--- config.mk ---
export PLATFORM = sky130hd
export DESIGN_NAME = xlate_walker
export DESIGN_NICKNAME = d
export VERILOG_FILES = /design/src/rtl/xlate_walker_pkg.sv /design/src/rtl/xlate_walker_dpath.sv /design/src/rtl/xlate_walker_ctrl.sv /design/src/rtl/xlate_walker.sv
export SDC_FILE = /design/constraint.sdc
export NUM_CORES = 1
export LEC_CHECK = 0
export ABC_CLOCK_PERIOD_IN_PS = 4030
export CAP_MARGIN = 30
export CORE_MARGIN = 2
export CORE_UTILIZATION = 35
export DETAILED_ROUTE_END_ITERATION = 8
export DONT_BUFFER_PORTS = 1
export GPL_ROUTABILITY_DRIVEN = 0
export PLACE_DENSITY_LB_ADDON = 0.15
export SYNTH_ARGS = -nofsm -noshare
export SYNTH_HDL_FRONTEND = slang
export SYNTH_SLANG_ARGS = --single-unit
--- constraint.sdc ---
create_clock -name clk -period 4.03 [get_ports clk]
set_clock_uncertainty 0.1 [all_clocks]
set_input_delay 0.806 -clock clk [delete_from_list [all_inputs] [get_ports clk]]
set_output_delay 0.806 -clock clk [all_outputs]
set_load 0.02 [all_outputs]
--- src/rtl/xlate_walker_pkg.sv ---
package xlate_walker_pkg;
  localparam int ENT_VALID = 0;
  localparam int ENT_WRITE = 1;
  localparam int ENT_REF   = 2;
  localparam int ENT_DIRTY = 3;

  typedef enum logic [2:0] {
    ST_IDLE, ST_READ, ST_CHECK, ST_WBACK, ST_DONE, ST_SREAD, ST_SWRITE
  } walkState_t;

  typedef struct packed {
    logic latchReq;
    logic latchEntry;
    logic setPageFault;
    logic setProtFault;
    logic sweepMode;
    logic clrIdx;
    logic incIdx;
  } walkStrobes_t;

  typedef struct packed {
    logic entValid;
    logic entWritable;
    logic entChanged;
    logic reqIsWrite;
    logic idxLast;
  } walkStatus_t;
endpackage

--- src/rtl/xlate_walker_dpath.sv ---
module xlate_walker_dpath
  import xlate_walker_pkg::*;
#(
  parameter int VA_W = 32,
  parameter int OFF_W = 12,
  parameter int SWEEP_ENTRIES = 1024
) (
  input  logic             clk,
  input  logic             rst_n,
  input  walkStrobes_t     strobes,
  input  logic [VA_W-1:0]  tableBase,
  input  logic [VA_W-1:0]  reqVaddr,
  input  logic             reqWrite,
  input  logic [VA_W-1:0]  memRdata,
  output logic [VA_W-1:0]  memAddr,
  output logic [VA_W-1:0]  memWdata,
  output logic [VA_W-1:0]  rspPaddr,
  output logic             rspPageFault,
  output logic             rspProtFault,
  output walkStatus_t      status
);
  localparam int VPN_W = VA_W - OFF_W;
  localparam int IDX_W = (SWEEP_ENTRIES > 1) ? $clog2(SWEEP_ENTRIES) : 1;

  logic [VA_W-1:0]  vaddrQ;
  logic             isWriteQ;
  logic [VA_W-1:0]  entryQ;
  logic [IDX_W-1:0] sweepIdx;
  logic             pageFaultQ, protFaultQ;
  logic [VA_W-1:0]  newEntry;
  logic [VPN_W-1:0] vpn;

  assign vpn = vaddrQ[VA_W-1:OFF_W];

  always_ff @(posedge clk) begin
    if (!rst_n) begin
      vaddrQ <= '0;
      isWriteQ <= 1'b0;
      entryQ <= '0;
      sweepIdx <= '0;
      pageFaultQ <= 1'b0;
      protFaultQ <= 1'b0;
    end else begin
      if (strobes.latchReq) begin
        vaddrQ <= reqVaddr;
        isWriteQ <= reqWrite;
        pageFaultQ <= 1'b0;
        protFaultQ <= 1'b0;
      end
      if (strobes.latchEntry) entryQ <= memRdata;
      if (strobes.setPageFault) pageFaultQ <= 1'b1;
      if (strobes.setProtFault) protFaultQ <= 1'b1;
      if (strobes.clrIdx) sweepIdx <= '0;
      else if (strobes.incIdx) sweepIdx <= sweepIdx + 1'b1;
    end
  end

  always_comb begin
    newEntry = entryQ;
    if (strobes.sweepMode) begin
      newEntry[ENT_REF] = 1'b0;
    end else begin
      newEntry[ENT_REF] = 1'b1;
      if (isWriteQ) newEntry[ENT_DIRTY] = 1'b1;
    end
  end

  assign memAddr = tableBase + (strobes.sweepMode ? VA_W'(sweepIdx)
                                                  : {{OFF_W{1'b0}}, vpn});
  assign memWdata = newEntry;

  assign rspPageFault = pageFaultQ;
  assign rspProtFault = protFaultQ;
  assign rspPaddr = (pageFaultQ || protFaultQ) ? '0
                  : {entryQ[VA_W-1:OFF_W], vaddrQ[OFF_W-1:0]};

  assign status.entValid    = entryQ[ENT_VALID];
  assign status.entWritable = entryQ[ENT_WRITE];
  assign status.entChanged  = (newEntry != entryQ);
  assign status.reqIsWrite  = isWriteQ;
  assign status.idxLast     = (sweepIdx == IDX_W'(SWEEP_ENTRIES - 1));
endmodule

--- src/rtl/xlate_walker_ctrl.sv ---
module xlate_walker_ctrl
  import xlate_walker_pkg::*;
(
  input  logic         clk,
  input  logic         rst_n,
  input  logic         reqValid,
  input  logic         clearRefs,
  input  logic         memAck,
  input  logic         memRefBit,
  input  walkStatus_t  status,
  output walkStrobes_t strobes,
  output logic         busy,
  output logic         memReq,
  output logic         memWrite,
  output logic         rspValid
);
  walkState_t state, stateNext;
  logic pendClear, pendClearNext;

  always_ff @(posedge clk) begin
    if (!rst_n) begin
      state <= ST_IDLE;
      pendClear <= 1'b0;
    end else begin
      state <= stateNext;
      pendClear <= pendClearNext;
    end
  end

  always_comb begin
    stateNext = state;
    strobes = '0;
    pendClearNext = pendClear | clearRefs;
    unique case (state)
      ST_IDLE: begin
        if (reqValid) begin
          strobes.latchReq = 1'b1;
          stateNext = ST_READ;
        end else if (clearRefs || pendClear) begin
          strobes.clrIdx = 1'b1;
          pendClearNext = 1'b0;
          stateNext = ST_SREAD;
        end
      end
      ST_READ: begin
        if (memAck) begin
          strobes.latchEntry = 1'b1;
          stateNext = ST_CHECK;
        end
      end
      ST_CHECK: begin
        if (!status.entValid) begin
          strobes.setPageFault = 1'b1;
          stateNext = ST_DONE;
        end else if (status.reqIsWrite && !status.entWritable) begin
          strobes.setProtFault = 1'b1;
          stateNext = ST_DONE;
        end else if (status.entChanged) begin
          stateNext = ST_WBACK;
        end else begin
          stateNext = ST_DONE;
        end
      end
      ST_WBACK: if (memAck) stateNext = ST_DONE;
      ST_DONE: stateNext = ST_IDLE;
      ST_SREAD: begin
        strobes.sweepMode = 1'b1;
        if (memAck) begin
          strobes.latchEntry = 1'b1;
          if (memRefBit) stateNext = ST_SWRITE;
          else if (status.idxLast) stateNext = ST_IDLE;
          else strobes.incIdx = 1'b1;
        end
      end
      ST_SWRITE: begin
        strobes.sweepMode = 1'b1;
        if (memAck) begin
          if (status.idxLast) stateNext = ST_IDLE;
          else begin
            strobes.incIdx = 1'b1;
            stateNext = ST_SREAD;
          end
        end
      end
      default: stateNext = ST_IDLE;
    endcase
  end

  assign busy = (state != ST_IDLE);
  assign memReq = (state == ST_READ) || (state == ST_WBACK) ||
                  (state == ST_SREAD) || (state == ST_SWRITE);
  assign memWrite = (state == ST_WBACK) || (state == ST_SWRITE);
  assign rspValid = (state == ST_DONE);
endmodule

--- src/rtl/xlate_walker.sv ---
module xlate_walker
  import xlate_walker_pkg::*;
#(
  parameter int VA_W = 32,
  parameter int OFF_W = 12,
  parameter int SWEEP_ENTRIES = 1024
) (
  input  logic            clk,
  input  logic            rst_n,
  input  logic [VA_W-1:0] tableBase,
  input  logic            reqValid,
  input  logic [VA_W-1:0] reqVaddr,
  input  logic            reqWrite,
  input  logic            clearRefs,
  output logic            busy,
  output logic            rspValid,
  output logic [VA_W-1:0] rspPaddr,
  output logic            rspPageFault,
  output logic            rspProtFault,
  output logic            memReq,
  output logic            memWrite,
  output logic [VA_W-1:0] memAddr,
  output logic [VA_W-1:0] memWdata,
  input  logic [VA_W-1:0] memRdata,
  input  logic            memAck
);
  walkStrobes_t strobes;
  walkStatus_t  status;

  xlate_walker_ctrl u_ctrl (
    .clk(clk), .rst_n(rst_n), .reqValid(reqValid), .clearRefs(clearRefs),
    .memAck(memAck), .memRefBit(memRdata[ENT_REF]), .status(status),
    .strobes(strobes), .busy(busy), .memReq(memReq), .memWrite(memWrite),
    .rspValid(rspValid)
  );

  xlate_walker_dpath #(.VA_W(VA_W), .OFF_W(OFF_W), .SWEEP_ENTRIES(SWEEP_ENTRIES)) u_dpath (
    .clk(clk), .rst_n(rst_n), .strobes(strobes), .tableBase(tableBase),
    .reqVaddr(reqVaddr), .reqWrite(reqWrite), .memRdata(memRdata),
    .memAddr(memAddr), .memWdata(memWdata), .rspPaddr(rspPaddr),
    .rspPageFault(rspPageFault), .rspProtFault(rspProtFault), .status(status)
  );
endmodule

==> results.json <==
{
  "status": "complete, but fails checks",
  "violations": "setup timing",
  "routed_via_density": 5.26,
  "cap_violations": 0,
  "num_rows": 44,
  "fin_crit_ns": 4.41,
  "slew_headroom": 0.503,
  "design.die.area_mm2": 0.0158,
  "worstReg2RegStart": "u_dpath.sweepIdx[0]",
  "maxSlewViolCount": 0,
  "crit_start": "u_ctrl.state[1]",
  "end_kind": "output port",
  "tightest_slew_ns": 0.741,
  "rsz0062_at_grt": "yes",
  "grt_pass1_vias": 4973,
  "grt_pass1_wl_um": 24700,
  "grt_util_all_layers": 0.187,
  "drc": 0,
  "synth_cell_types": 64,
  "ys_top_cells_by_count": "155 x nand2_1, 95 x a21oi_1, 81 x dfxtp_1, 46 x and2_1, 31 x buf_4",
  "drt-total-wl_um": 15300,
  "cpPeakStageDelay_ns": 0.41,
  "synth_seq_cells": 81,
  "die_w_um": 126,
  "htree_levels": 3,
  "n_antenna_cell": 0,
  "synth_area_leader_cell": "dfxtp_1",
  "dp_hpwl_um": 11500,
  "final_layout_size_suffix_gt1_frac": 0.299,
  "syn_to_final_growth_pct": 33.1,
  "multiInputGateArea_mm2": 0.00371,
  "synth_area_mm2": 0.00520,
  "hold_buffers": 0,
  "grt_max_degree": 44,
  "numCtsBuffers": 9,
  "min_path_cells": 2,
  "fillCellCount": 1425,
  "synth_area_leaders": "dfxtp_1 31%, nand2_1 11%, a21oi_1 9.1%, and2_1 5.5%, ha_1 5.5%",
  "detail-route-antenna-nets": 0,
  "fin_util": 0.476,
  "whs_ns": 0.349,
  "post-route-period-util": 1.10,
  "reg2reg_to": "u_dpath.sweepIdx[8]",
  "drt_first_pass_iters": 4,
  "totalPowerFinal_w": 0.00390,
  "fin_cells": 941,
  "synth_edf_count": 0,
  "post_dp_cell_area_mm2": 0.00587,
  "numPortBuffers": 0,
  "min_to": "u_dpath.vaddrQ[27]",
  "peakVddDrop_mv": 0.262,
  "crit_fanout": 7,
  "syn_inst": 691,
  "reg2reg_slack_ns": 1.96,
  "layout_setup_ws_ns": -0.385,
  "path_clk_slew_ns": 0.06,
  "required_ns": 3.12,
  "synthesis.nets": 817,
  "finalHoldViolations": 0,
  "cts-root-buf": "clkbuf_16",
  "clock_latency_ns": 0.33,
  "initial_core_util": 0.358,
  "clock_sinks": 81,
  "yosysWarnings": 0,
  "grt-ovfl-total": 0,
  "holdCritPathClass": "register to register",
  "p_leak_nw": 2.80,
  "wire_per_inst_um": 16.3,
  "reg2reg_depth": 7,
  "drtIter0Drc": 219,
  "clock_path_buffers": 2,
  "async_flop_share": 0,
  "coreArea_mm2": 0.0145,
  "post-synth-top-count-cell": "nand2_1",
  "antenna_found_initial": 0,
  "synth_top_area_share": 0.312,
  "ys.flop_type": "dfxtp_1",
  "ios": 204,
  "cp_slowest_cell": "o21ai_4",
  "die_h_um": 126,
  "power_density_mw_per_mm2": 563,
  "crit_chain": "and2b_2 -> o21ai_4 -> mux2_4 -> ha_4 -> fa_2 -> a211oi_4 -> o21ai_2 -> a211o_1 -> buf_4 -> a21oi_4 -> xnor2_4",
  "finalSetupViolations": 24,
  "placed_cells": 907,
  "syn_avg_cell_area_um2": 7.53,
  "cp-start-kind": "register",
  "cts_tree": "yes",
  "vias": 4954,
  "seq_area_frac_synth": 0.312,
  "crit_arrival_ns": 3.51,
  "min_from": "u_dpath.vaddrQ[27]",
  "timing.fmax_mhz": 227,
  "nNetsFinal": 878,
  "path_class": "register to output port",
  "seq_area_mm2": 0.00162,
  "finalInstanceArea_mm2": 0.00692
}
## state kept, by name (all words and copies together), names as in the netlist
register	cells
u_dpath.entryQ	32
u_dpath.vaddrQ	32
u_dpath.sweepIdx	10
u_ctrl.state	3
u_ctrl.pendClear	1
u_dpath.isWriteQ	1
u_dpath.rspPageFault	1
u_dpath.rspProtFault	1
## worst max path at each step
stage / end / slack, ns
4_1_cts: memAddr[20] / -0.38
2_1_floorplan: memAddr[14] / -0.05
3_5_place_dp: memAddr[20] / -0.38
3_3_place_gp: memAddr[22] / -0.31
5_1_grt: memAddr[26] / -0.50
6_report: memAddr[12] / -0.38
## final cells by class
class                      instances  area share
clock buffer                      11      0.0351
tap                              184      0.0333
sequential                        81       0.234
inverter                          12     0.00651
clock inverter                     5     0.00904
multi-input combinational        527       0.536
timing repair buffer             121       0.146
## metrics by stage
stage	setup TNS (ns)	setup WS [ns]
3_5_place_dp	-6.66	-0.377
5_1_grt	-9.54	-0.497
2_1_floorplan	-0.0800	-0.0511
6_report	-6.51	-0.385
3_3_place_gp	-5.21	-0.307
4_1_cts	-6.28	-0.375
## power breakdown
group | total [W] | leakage (nW) | internal (W) | switching, W
Sequential | 0.00104 | 0.660 | 0.000922 | 0.000123
Combinational | 0.00202 | 2.00 | 0.000900 | 0.00112
Clock | 0.000834 | 0.142 | 0.000500 | 0.000333
Total | 0.00390 | 2.80 | 0.00232 | 0.00158
## cell families after synthesis
logic type / Yosys count / share of synthesized area
AND/OR/NAND/NOR: 295 / 0.268
multiplexers: 11 / 0.0236
XOR/XNOR: 38 / 0.0640
buffers and inverters: 83 / 0.0871
flip-flops: 81 / 0.312
adder cells (fa/ha/maj): 24 / 0.0592
AO/OA/AOI/OAI: 159 / 0.186
## repair_timing
item | 4_1_cts | 5_1_grt
gates cloned | 1 | 0
setup buffers | 13 | 7
gates resized for setup | 93 | 19
endpoints found under the setup margin | 28 | 27
pin swaps | 44 | 18
## worst max-delay path, delay by kind of cell, from the launching register on
kind,cells,cell delay (ns)
AOI/OAI and AO/OA,5,1.39
xor gates and xnor gates,1,0.17
adders and majority gates,2,0.52
buffers and inverters,1,0.16
DFF,1,0.33
muxes,1,0.36
and+or+nand+nor,1,0.24
## per-layer routing
metal / up-vias / track usage / part of all wire
met3: 19 / 0.0535 / 0.080
met2: 184 / 0.318 / 0.48
met1: 2308 / 0.233 / 0.43
met4: 0 / 0.0498 / 0.016
li1: 2443 / - / -
met5: - / 0 / 0
## cells in the final DEF (no fill, tap or decap), types with 3 or more instances in the layout
master,Yosys,layout
a21o_1,4,4
a21oi_1,95,83
a21oi_2,1,7
a21oi_4,0,6
a31oi_1,6,5
and2_1,46,46
and3_1,10,8
buf_4,31,106
buf_6,0,11
clkbuf_16,0,9
dfxtp_1,81,80
ha_1,23,12
ha_4,0,11
inv_1,10,10
mux2_4,0,10
nand2_1,155,155
nand2b_1,3,3
nand3_1,16,13
nand4_1,12,12
nor2_1,29,27
nor3_1,6,6
o211ai_1,7,7
o21ai_0,15,11
o21ai_1,5,3
o21ai_2,1,5
xnor2_1,26,12
xnor2_2,0,11
xnor2_4,0,3
xor2_1,12,11
No activity file was read; power rests on OpenSTA's default activity.
